**config.mk**
```make
export PLATFORM = sky130hd
export DESIGN_NAME = txn_mgr
export DESIGN_NICKNAME = d
export VERILOG_FILES = /design/src/rtl/txn_pkg.sv /design/src/rtl/txn_req_arb.sv /design/src/rtl/txn_pend_fifo.sv /design/src/rtl/txn_frame_rx.sv /design/src/rtl/txn_mgr.sv
export SDC_FILE = /design/constraint.sdc
export NUM_CORES = 1
export LEC_CHECK = 0
export BUFFER_PORTS_ARGS = -buffer_cell sky130_fd_sc_hd__buf_2
export CAP_MARGIN = 25
export CORE_UTILIZATION = 45
export DETAILED_ROUTE_END_ITERATION = 12
export PLACE_DENSITY = 0.69
export REMOVE_ABC_BUFFERS = 1
export SLEW_MARGIN = 20
export SYNTH_ARGS = -nofsm -noshare
export SYNTH_HDL_FRONTEND = slang
export SYNTH_SLANG_ARGS = --single-unit
export TNS_END_PERCENT = 50
```
**constraint.sdc**
```tcl
create_clock -name clk -period 10.4 [get_ports clk]
set_clock_uncertainty 0.15 [all_clocks]
set_input_delay 3.12 -clock clk [delete_from_list [all_inputs] [get_ports clk]]
set_output_delay 3.12 -clock clk [all_outputs]
set_load 0.01 [all_outputs]
```
**src/rtl/txn_pkg.sv**
```systemverilog
// Shared constants and identifier classification for the transaction manager.
// Assumes a 4-bit identifier and a 4-bit length field in the frame header.
package txn_pkg;
    localparam int ID_W      = 4;
    localparam int LEN_W     = 4;
    localparam int MAX_BYTES = (1 << LEN_W) - 1;
    localparam logic [7:0] SOF_BYTE = 8'h02;

    typedef enum logic [1:0] {
        CLS_SYNC    = 2'd0,
        CLS_KEY     = 2'd1,
        CLS_TOUCH   = 2'd2,
        CLS_UNKNOWN = 2'd3
    } id_class_e;

    // Map an identifier to its traffic class.
    function automatic id_class_e classify(input logic [ID_W-1:0] id);
        case (id)
            4'd0, 4'd1, 4'd2, 4'd6, 4'd8, 4'd9, 4'd13: classify = CLS_SYNC;
            4'd4:    classify = CLS_KEY;
            4'd5:    classify = CLS_TOUCH;
            default: classify = CLS_UNKNOWN;
        endcase
    endfunction
endpackage

```
**src/rtl/txn_req_arb.sv**
```systemverilog
// Fixed-priority request arbiter: the lowest-indexed valid requester wins.
// Assumes ready may depend on valid, and enable says whether anything can be taken.
module txn_req_arb #(
    parameter int NREQ = 2,
    localparam int OWN_W = (NREQ > 1) ? $clog2(NREQ) : 1
) (
    input  logic [NREQ-1:0]  valid,
    input  logic             enable,
    output logic [NREQ-1:0]  ready,
    output logic             fire,
    output logic [OWN_W-1:0] winner
);
    logic seen;

    // Walk requesters from index 0 upward and grant the first valid one.
    always_comb begin
        ready  = '0;
        fire   = 1'b0;
        winner = '0;
        seen   = 1'b0;
        for (int i = 0; i < NREQ; i++) begin
            ready[i] = enable && !seen;
            if (valid[i] && !seen) begin
                winner = OWN_W'(i);
                fire   = enable;
            end
            seen = seen | valid[i];
        end
    end
endmodule

```
**src/rtl/txn_pend_fifo.sv**
```systemverilog
// Pending-command queue, first in first out, with registered storage.
// Assumes the caller never pushes when full nor pops when empty.
module txn_pend_fifo #(
    parameter int W     = 8,
    parameter int DEPTH = 4,
    localparam int AW = (DEPTH > 1) ? $clog2(DEPTH) : 1,
    localparam int CW = $clog2(DEPTH + 1)
) (
    input  logic         clk,
    input  logic         rst_n,
    input  logic         push,
    input  logic [W-1:0] wdata,
    input  logic         pop,
    output logic [W-1:0] rdata,
    output logic         empty,
    output logic         full
);
    logic [W-1:0]  mem [DEPTH];
    logic [AW-1:0] rd_q, wr_q;
    logic [CW-1:0] cnt_q;

    assign rdata = mem[rd_q];
    assign empty = (cnt_q == '0);
    assign full  = (cnt_q == CW'(DEPTH));

    // Store the pushed entry at the write pointer.
    always_ff @(posedge clk) begin
        if (push) mem[wr_q] <= wdata;
    end

    // Advance pointers and the fill count.
    always_ff @(posedge clk) begin
        if (!rst_n) begin
            rd_q  <= '0;
            wr_q  <= '0;
            cnt_q <= '0;
        end else begin
            if (push) wr_q <= (wr_q == AW'(DEPTH - 1)) ? '0 : wr_q + 1'b1;
            if (pop)  rd_q <= (rd_q == AW'(DEPTH - 1)) ? '0 : rd_q + 1'b1;
            if (push && !pop)      cnt_q <= cnt_q + 1'b1;
            else if (pop && !push) cnt_q <= cnt_q - 1'b1;
        end
    end

    p_no_overflow_r6: assert property (@(posedge clk) disable iff (!rst_n)
        push |-> !full);
    p_no_underflow_r5: assert property (@(posedge clk) disable iff (!rst_n)
        pop |-> !empty);
endmodule

```
**src/rtl/txn_frame_rx.sv**
```systemverilog
// Byte-stream frame parser: start byte, header, data bytes, additive checksum.
// Emits a one-cycle pulse per good frame; the fields hold until the next header.
module txn_frame_rx
    import txn_pkg::*;
#(
    parameter logic [7:0] SOF = SOF_BYTE
) (
    input  logic                   clk,
    input  logic                   rst_n,
    input  logic                   flush,
    input  logic                   in_valid,
    input  logic [7:0]             in_byte,
    output logic                   fr_valid,
    output logic [ID_W-1:0]        fr_id,
    output logic [LEN_W-1:0]       fr_len,
    output logic [MAX_BYTES*8-1:0] fr_data
);
    typedef enum logic [1:0] {RX_HUNT, RX_HEAD, RX_BODY, RX_SUM} rx_state_e;

    rx_state_e      st_q;
    logic [LEN_W-1:0] cnt_q;
    logic [7:0]     sum_q;
    logic [7:0]     bytes_q [MAX_BYTES];

    // Present the stored bytes as one flat bus.
    for (genvar g = 0; g < MAX_BYTES; g++) begin : g_flat
        assign fr_data[g*8 +: 8] = bytes_q[g];
    end

    // Frame state machine with running checksum.
    always_ff @(posedge clk) begin
        if (!rst_n) begin
            st_q     <= RX_HUNT;
            cnt_q    <= '0;
            sum_q    <= '0;
            fr_valid <= 1'b0;
            fr_id    <= '0;
            fr_len   <= '0;
            for (int i = 0; i < MAX_BYTES; i++) bytes_q[i] <= '0;
        end else begin
            fr_valid <= 1'b0;
            if (flush) begin
                st_q <= RX_HUNT;
            end else if (in_valid) begin
                case (st_q)
                    RX_HUNT: if (in_byte == SOF) st_q <= RX_HEAD;
                    RX_HEAD: begin
                        fr_id  <= in_byte[7:4];
                        fr_len <= in_byte[3:0];
                        sum_q  <= in_byte;
                        cnt_q  <= '0;
                        for (int i = 0; i < MAX_BYTES; i++) bytes_q[i] <= '0;
                        st_q   <= (in_byte[3:0] != '0) ? RX_BODY : RX_SUM;
                    end
                    RX_BODY: begin
                        bytes_q[cnt_q] <= in_byte;
                        sum_q <= sum_q + in_byte;
                        cnt_q <= cnt_q + 1'b1;
                        if (LEN_W'(cnt_q + 1'b1) == fr_len) st_q <= RX_SUM;
                    end
                    default: begin
                        fr_valid <= (in_byte == sum_q);
                        st_q     <= RX_HUNT;
                    end
                endcase
            end
        end
    end

    p_body_bound_r2: assert property (@(posedge clk) disable iff (!rst_n)
        (st_q == RX_BODY) |-> (cnt_q < fr_len));
    p_flush_quiet_r10: assert property (@(posedge clk) disable iff (!rst_n)
        flush |=> !fr_valid);
endmodule

```
**src/rtl/txn_mgr.sv**
```systemverilog
// Request/response transaction manager: one command in flight, a FIFO of pending
// commands, and classification of received frames into replies and events.
// Assumes the transmitter frames cmd_* itself and that replies follow acceptance.
module txn_mgr
    import txn_pkg::*;
#(
    parameter int NREQ      = 2,
    parameter int PAY_BYTES = 2,
    parameter int QDEPTH    = 4
) (
    input  logic                         clk,
    input  logic                         rst_n,
    input  logic                         link_rst,
    input  logic [NREQ-1:0]              req_valid,
    output logic [NREQ-1:0]              req_ready,
    input  logic [NREQ*ID_W-1:0]         req_id,
    input  logic [NREQ*LEN_W-1:0]        req_len,
    input  logic [NREQ*PAY_BYTES*8-1:0]  req_data,
    output logic                         cmd_valid,
    input  logic                         cmd_ready,
    output logic [ID_W-1:0]              cmd_id,
    output logic [LEN_W-1:0]             cmd_len,
    output logic [PAY_BYTES*8-1:0]       cmd_data,
    input  logic                         rx_valid,
    input  logic [7:0]                   rx_byte,
    output logic [NREQ-1:0]              done,
    output logic                         rsp_ok,
    output logic [LEN_W-1:0]             out_len,
    output logic [MAX_BYTES*8-1:0]       out_data,
    output logic                         key_evt,
    output logic                         touch_evt,
    output logic                         oob_evt,
    output logic                         unknown_evt
);
    localparam int OWN_W = (NREQ > 1) ? $clog2(NREQ) : 1;
    localparam int PAY_W = PAY_BYTES * 8;

    typedef struct packed {
        logic [OWN_W-1:0] owner;
        logic [ID_W-1:0]  id;
        logic [LEN_W-1:0] len;
        logic [PAY_W-1:0] data;
    } cmd_t;

    logic             can_accept, arb_fire;
    logic [OWN_W-1:0] arb_winner;
    logic             q_empty, q_full, q_push, q_pop;
    cmd_t             new_cmd, q_head, slot_q;
    logic             busy_q, sent_q;
    logic             direct_load, release_slot;
    logic             fr_valid, frame_ok, match, abort;
    logic [ID_W-1:0]  fr_id;
    logic [LEN_W-1:0] fr_len;
    logic [MAX_BYTES*8-1:0] fr_data;
    id_class_e        fr_cls;

    // A request can be taken when it goes straight to the idle slot or the queue has room.
    assign can_accept = (!busy_q && q_empty) || !q_full;

    txn_req_arb #(.NREQ(NREQ)) u_arb (
        .valid  (req_valid),
        .enable (can_accept),
        .ready  (req_ready),
        .fire   (arb_fire),
        .winner (arb_winner)
    );

    // Gather the winning requester's command fields.
    always_comb begin
        new_cmd.owner = arb_winner;
        new_cmd.id    = req_id[int'(arb_winner)*ID_W +: ID_W];
        new_cmd.len   = req_len[int'(arb_winner)*LEN_W +: LEN_W];
        new_cmd.data  = req_data[int'(arb_winner)*PAY_W +: PAY_W];
    end

    assign direct_load = arb_fire && !busy_q && q_empty;
    assign q_push      = arb_fire && !direct_load;

    txn_pend_fifo #(.W($bits(cmd_t)), .DEPTH(QDEPTH)) u_queue (
        .clk   (clk),
        .rst_n (rst_n),
        .push  (q_push),
        .wdata (new_cmd),
        .pop   (q_pop),
        .rdata (q_head),
        .empty (q_empty),
        .full  (q_full)
    );

    txn_frame_rx u_rx (
        .clk      (clk),
        .rst_n    (rst_n),
        .flush    (link_rst),
        .in_valid (rx_valid),
        .in_byte  (rx_byte),
        .fr_valid (fr_valid),
        .fr_id    (fr_id),
        .fr_len   (fr_len),
        .fr_data  (fr_data)
    );

    assign fr_cls       = classify(fr_id);
    assign frame_ok     = fr_valid && !link_rst;
    assign match        = frame_ok && (fr_cls == CLS_SYNC) && busy_q && sent_q
                          && (fr_id == slot_q.id);
    assign abort        = link_rst && busy_q;
    assign release_slot = match || abort;
    assign q_pop        = !q_empty && (!busy_q || release_slot);

    assign cmd_valid = busy_q && !sent_q;
    assign cmd_id    = slot_q.id;
    assign cmd_len   = slot_q.len;
    assign cmd_data  = slot_q.data;

    // In-flight slot: load from the queue head first, else directly, else release.
    always_ff @(posedge clk) begin
        if (!rst_n) begin
            slot_q <= '0;
            busy_q <= 1'b0;
            sent_q <= 1'b0;
        end else if (q_pop) begin
            slot_q <= q_head;
            busy_q <= 1'b1;
            sent_q <= 1'b0;
        end else if (direct_load) begin
            slot_q <= new_cmd;
            busy_q <= 1'b1;
            sent_q <= 1'b0;
        end else if (release_slot) begin
            busy_q <= 1'b0;
            sent_q <= 1'b0;
        end else if (cmd_valid && cmd_ready) begin
            sent_q <= 1'b1;
        end
    end

    // Result and event outputs, registered one edge after the frame pulse.
    always_ff @(posedge clk) begin
        if (!rst_n) begin
            done        <= '0;
            rsp_ok      <= 1'b0;
            out_len     <= '0;
            out_data    <= '0;
            key_evt     <= 1'b0;
            touch_evt   <= 1'b0;
            oob_evt     <= 1'b0;
            unknown_evt <= 1'b0;
        end else begin
            done        <= '0;
            key_evt     <= 1'b0;
            touch_evt   <= 1'b0;
            oob_evt     <= 1'b0;
            unknown_evt <= 1'b0;
            if (abort) begin
                done[slot_q.owner] <= 1'b1;
                rsp_ok   <= 1'b0;
                out_len  <= '0;
                out_data <= '0;
            end else if (frame_ok) begin
                out_len  <= fr_len;
                out_data <= fr_data;
                case (fr_cls)
                    CLS_SYNC: begin
                        if (match) begin
                            done[slot_q.owner] <= 1'b1;
                            rsp_ok <= 1'b1;
                        end else begin
                            oob_evt <= 1'b1;
                        end
                    end
                    CLS_KEY:   key_evt     <= 1'b1;
                    CLS_TOUCH: touch_evt   <= 1'b1;
                    default:   unknown_evt <= 1'b1;
                endcase
            end
        end
    end

    p_done_onehot_r4: assert property (@(posedge clk) disable iff (!rst_n)
        $onehot0(done));
    p_done_needs_slot_r3: assert property (@(posedge clk) disable iff (!rst_n)
        (|done) |-> $past(busy_q));
    p_cmd_hold_r3: assert property (@(posedge clk) disable iff (!rst_n)
        (cmd_valid && !cmd_ready && !link_rst) |=> (cmd_valid && $stable(cmd_id)));
    p_single_grant_r11: assert property (@(posedge clk) disable iff (!rst_n)
        $onehot0(req_valid & req_ready));
    p_async_keeps_slot_r8: assert property (@(posedge clk) disable iff (!rst_n)
        (fr_valid && fr_cls != CLS_SYNC && busy_q && !link_rst) |=> busy_q);
    p_abort_done_r10: assert property (@(posedge clk) disable iff (!rst_n)
        (link_rst && busy_q) |=> ((|done) && !rsp_ok));
endmodule

```
After elaboration in Yosys (flattened, before gate mapping)
Memories as Yosys holds them, arrays and structs flattened. A register that Yosys moved wholly into a read port is not among the register bits.
Cells that the tools add are included.
- $add $sub $neg: 6
- $lt $le $gt $ge: 2
- equality and inequality tests: 13
- shifts and indexed selects: 3
- muxes and demuxes: 63
- bitwise operators: 20
- reductions and logical operators: 50
- operators with widths (operator ; number):
    $mux 8 ; 16
    $mux 25 ; 2
    $shiftx 32x6->16 ; 1
    $mux 1 ; 26
    $mux 2 ; 10
    $logic_and 1x1->1 ; 18
    $pmux 8 s2 ; 1
    $shiftx 8x4->4 ; 2
    $or 1x1->1 ; 15
    $mux 4 ; 3
    $reduce_and 3->1 ; 4
    $logic_not 1->1 ; 9
    $add 8x8->8 ; 1
    $eq 2x2->1 const B ; 4
    $eq 4x4->1 ; 2
    $eq 8x2->1 const B ; 1
    $eq 8x8->1 ; 1
    $pmux 4 s2 ; 1
    $reduce_or 4->1 ; 2
    $reduce_or 8->1 ; 1
    $mux 3 ; 2
    $pmux 2 s3 ; 1
    $reduce_bool 2->1 ; 3
    $reduce_or 3->1 ; 2
    18 further kinds ; 29
- register bits: 68
- memory bits (writable): 220
- memory bits (read-only): 32
- input bits: 63
- output and inout bits: 158
- logic and storage cells: 182
- memories: 3
- memories (name ; depth ; width ; read ports ; clocked after memory_dff ; write ports ; line ; text):
    u_rx.bytes_q ; 15 ; 8 ; 15 ; 15 ; 15 ; txn_frame_rx.sv:23 ; logic [7:0] bytes_q [MAX_BYTES];
    u_queue.mem ; 4 ; 25 ; 1 ; 1 ; 1 ; txn_pend_fifo.sv:18 ; logic [W-1:0] mem [DEPTH];
    (name not given) ; 16 ; 2 ; 1 ; 1 ; 0 ; txn_pkg.sv:18 ; case (id)

Depth between registers and ports, before layout
- depth in word-level cells: 13
- depth in mapped cells: 11
- mapped depth without buffers: 10

By module
Synthesis repeated with hierarchy kept, for this count alone.
- cell total of the unflattened synthesis: 1447
- area total of the unflattened synthesis: 16741.1 µm²
- modules (own cells, without submodules) (module ; times used ; cells an instance ; area an instance (µm²) ; seq. area each (µm²)):
    txn_mgr ; 1 ; 791 ; 6556.3 ; 3163.0
    txn_frame_rx ; 1 ; 477 ; 6049.6 ; 4063.9
    txn_pend_fifo ; 1 ; 175 ; 4107.7 ; 3183.1
    txn_req_arb ; 1 ; 4 ; 27.5 ; 0.0

Least setup slack after synthesis
No wires, ideal clock.
- path type: in2out
- start: in req_valid[0]
- end: out req_ready[1]
- arrival time: 3319 ps
- data required time: 7130 ps
- path slack: 3811 ps
- stages on the path: 1
- path buffers: 0
- path through: a21oi_1
- cells in the longest elaborated chain, start to end: 2
- RTL lines (what ; line ; text):
    start: declaration ; txn_mgr.sv:14 ; input logic [NREQ-1:0] req_valid,
    $logic_not 1->1 ; txn_req_arb.sv:22 ; ready[i] = enable && !seen;
    $logic_and 1x1->1 ; txn_req_arb.sv:22 ;
    end: declaration ; txn_mgr.sv:15 ; output logic [NREQ-1:0] req_ready,
Every way passes these cells.

Final worst setup path
Ends and elaborated chain as after synthesis.

==> results.sh <==
export IMPL_grt_max_degree=109
export IMPL_synthFlopType="edfxtp_1"
export IMPL_hold_path_class="flop to flop"
export IMPL_ios=221
export IMPL_cts_resized=0
export IMPL_fin_crit_sh_pct=65.1
export IMPL_coreArea_sq_um=35900
export IMPL_clk_pin_slew_ns=0.05
export IMPL_die_height_um=194
export IMPL_clockBufferDepth=3
export IMPL_timing_rr_start="u_rx.fr_valid$_SDFF_PP0_"
export IMPL_dieWidth_um=194
export IMPL_ys_ff_latch=412
export IMPL_async_reset_ff_share_pct=0
export IMPL_max_slew_worst_pin_slew_ns=0.989
export IMPL_drtIter0Drc=583
export IMPL_setup_violations=0
export IMPL_slew_violations=0
export IMPL_vias=11100
export IMPL_clkLatencyLatePin_ns=0.54
export IMPL_dpl_hpwl_um=22800
export IMPL_ys_types=50
export IMPL_min_to="done[0]$_SDFF_PN0_"
export IMPL_status="completed"
export IMPL_synth_area_sq_um=16500
export IMPL_min_path_cells=1
export IMPL_cts_made_buffers=43
export IMPL_antenna_found_initial=0
export IMPL_yosysTopAreaCell="edfxtp_1"
export IMPL_yosys_top_cells_area="edfxtp_1, dfxtp_1, nand2_1"
export IMPL_reg2reg_depth=11
export IMPL_rsz0062_at_grt="no"
export IMPL_cts_setup_buffers=0
export IMPL_worstSetupStartpointType="input pin"
export IMPL_via_per_inst=5.25
export IMPL_place_gp_congestion=0.772
export IMPL_dieArea_sq_um=37500
export IMPL_fin_crit_ns=6.77
export IMPL_max_freq_mhz=148
export IMPL_yosysWarnings=0
export IMPL_synthToLayoutAreaGrowth_pct=16.2
export IMPL_detail_route_antenna_nets=0
export IMPL_grt_usage_pct=19.5
export IMPL_placementRows=69
export IMPL_drive_above_1_share_pct=22.0
export IMPL_cap_violations=0
export IMPL_dr_pass1_iters=7
export IMPL_synth_cells=1450
export IMPL_ys_seq_area_share_pct=63.1
export IMPL_initial_core_util_pct=46.1
export IMPL_cp_arrival_ns=3.50
export IMPL_clock_sinks=412
export IMPL_final_net_count=1703
export IMPL_n_antenna_cell=0
export IMPL_yosys_top_cells_count="nand2_1, edfxtp_1, dfxtp_1"
export IMPL_tns_ns=0
export IMPL_yosysMostFrequentCell="nand2_1"
export IMPL_r2r_slack_ns=7.00
export IMPL_syn_avg_cell_area_sq_um=11.4
export IMPL_hp_start="slot_q[24]$_SDFFE_PN0P_"
export IMPL_power_leakage_nw=7.15
export IMPL_grt_ovfl_total=0
export IMPL_finalWirelength_um=36800
export IMPL_cts_hold_buffers=0
export IMPL_synth_edf_count=220
export IMPL_dpl_cell_area_sq_um=17800
export IMPL_required_ns=7.13
export IMPL_crit_fanout=3
export IMPL_root_buffer="clkbuf_16"
export IMPL_worstSetupEndpointType="output pin"
export IMPL_route_detailed_drc=0
export IMPL_htreeDepth=2
export IMPL_maxSlewHeadroom_pct=33.3
export IMPL_peakVddDrop_v=0.000137
export IMPL_io_buffers=220
export IMPL_grt_pass1_vias=10600
export IMPL_crit_reg2reg_capture="u_queue.cnt_q[2]$_SDFFE_PN0P_"
export IMPL_grt_pass1_wl_um=58300
export IMPL_p_per_area_nw_per_um2=210
export IMPL_hold_viol_final=0
export IMPL_synth_top_cell_area_share_pct=39.9
export IMPL_wl_per_cell_um=17.4
export IMPL_cts_tree="built"
export IMPL_design_area_sq_um=19200
export IMPL_crit_type="input pin to output pin"
worst max path at each step:
| stage | start | end | depth (start not counted) |
|---|---|---|---|
| 6_report | req_valid[0] | req_ready[1] | 3 |
| 3_5_place_dp | req_valid[0] | req_ready[1] | 3 |
| 5_1_grt | req_valid[0] | req_ready[1] | 3 |
| 4_1_cts | req_valid[0] | req_ready[1] | 3 |
| 2_1_floorplan | link_rst | key_evt$_SDFF_PP0_ | 3 |
| 3_3_place_gp | req_valid[0] | req_ready[1] | 3 |
worst max-delay path, cell delays in order:
cell and delay, ns:
buf_2 0.11, a21oi_1 0.12, buf_2 0.15
registers in the layout, indices dropped and copies added (netlist names), 3 cells and up, named ones only:
name	count
u_rx.cnt_q	4
cmd_id	4
cmd_data	16
u_rx.sum_q	8
u_rx.bytes_q	120
out_len	4
out_data	120
u_rx.fr_len	4
cmd_len	4
u_queue.cnt_q	3
u_rx.fr_id	4
u_queue.mem	100
power breakdown:
part           switching, mW  internal, mW  total, mW  leakage [nW]
sequential            0.0868          1.87       1.96          3.62
combinational          0.313         0.257      0.571          2.83
clock                  0.608         0.904       1.51         0.693
total                   1.01          3.03       4.04          7.15
cell usage in the layout, fill, tap and decap left out, types with 9 or more instances in the layout:
cell / synthesis / final
nand2b_1: 11 / 10
ha_1: 23 / 23
a21oi_1: 138 / 138
nor4_1: 15 / 15
inv_1: 20 / 20
buf_2: 1 / 222
o21ai_0: 48 / 44
edfxtp_1: 220 / 220
mux2_2: 24 / 24
nand2_1: 308 / 307
and2_1: 109 / 109
clkbuf_1: 75 / 10
a21boi_0: 15 / 15
nand3_1: 19 / 19
clkbuf_8: 0 / 9
mux2i_1: 30 / 30
nor2b_1: 12 / 11
clkbuf_16: 0 / 45
dfxtp_1: 192 / 191
mux4_2: 27 / 27
nor3_1: 42 / 42
xnor2_1: 10 / 10
buf_4: 25 / 10
nor2_1: 24 / 24
final cells by class:
type | count | area, sq um
fillers | 3128 | 16700
flip-flops and latches | 412 | 10500
multi-input cells | 898 | 5470
clock buffers | 64 | 1290
repair buffers | 238 | 1240
well taps | 461 | 577
clock inverters | 15 | 125
inverters | 22 | 82.6
through the flow:
step	hold slack, ns	util (%)	cells	power (mW)	setup WS (ns)
floorplan	0.242	-	1332	2.35	2.51
global placement	0.254	49.5	2024	2.55	3.64
detailed placement	0.260	49.5	2025	2.57	3.63
CTS	0.267	53.4	2104	4.08	3.62
global route	0.282	53.5	2110	4.22	3.62
finish	0.262	53.5	2110	4.04	3.63
per-layer routing:
metal	track usage [%]	share of wire (%)	up-vias	routed length, um
li1	-	-	5346	-
met4	5.27	2.1	0	756
met2	32.5	47	378	17400
met1	26.3	44	5291	16300
met3	3.50	6.3	56	2330
met5	0	0	-	0
logic make-up after synthesis:
logic type                 share of synthesized area (%)
AOI/OAI and AO/OA                                   7.31
xor gates and xnor gates                           0.847
adders and majority gates                           1.98
buffers and inverters                               3.98
DFF                                                 63.1
muxes                                               7.12
and+or+nand+nor                                     15.6
Note: power is estimated with default switching activity, not from simulation.
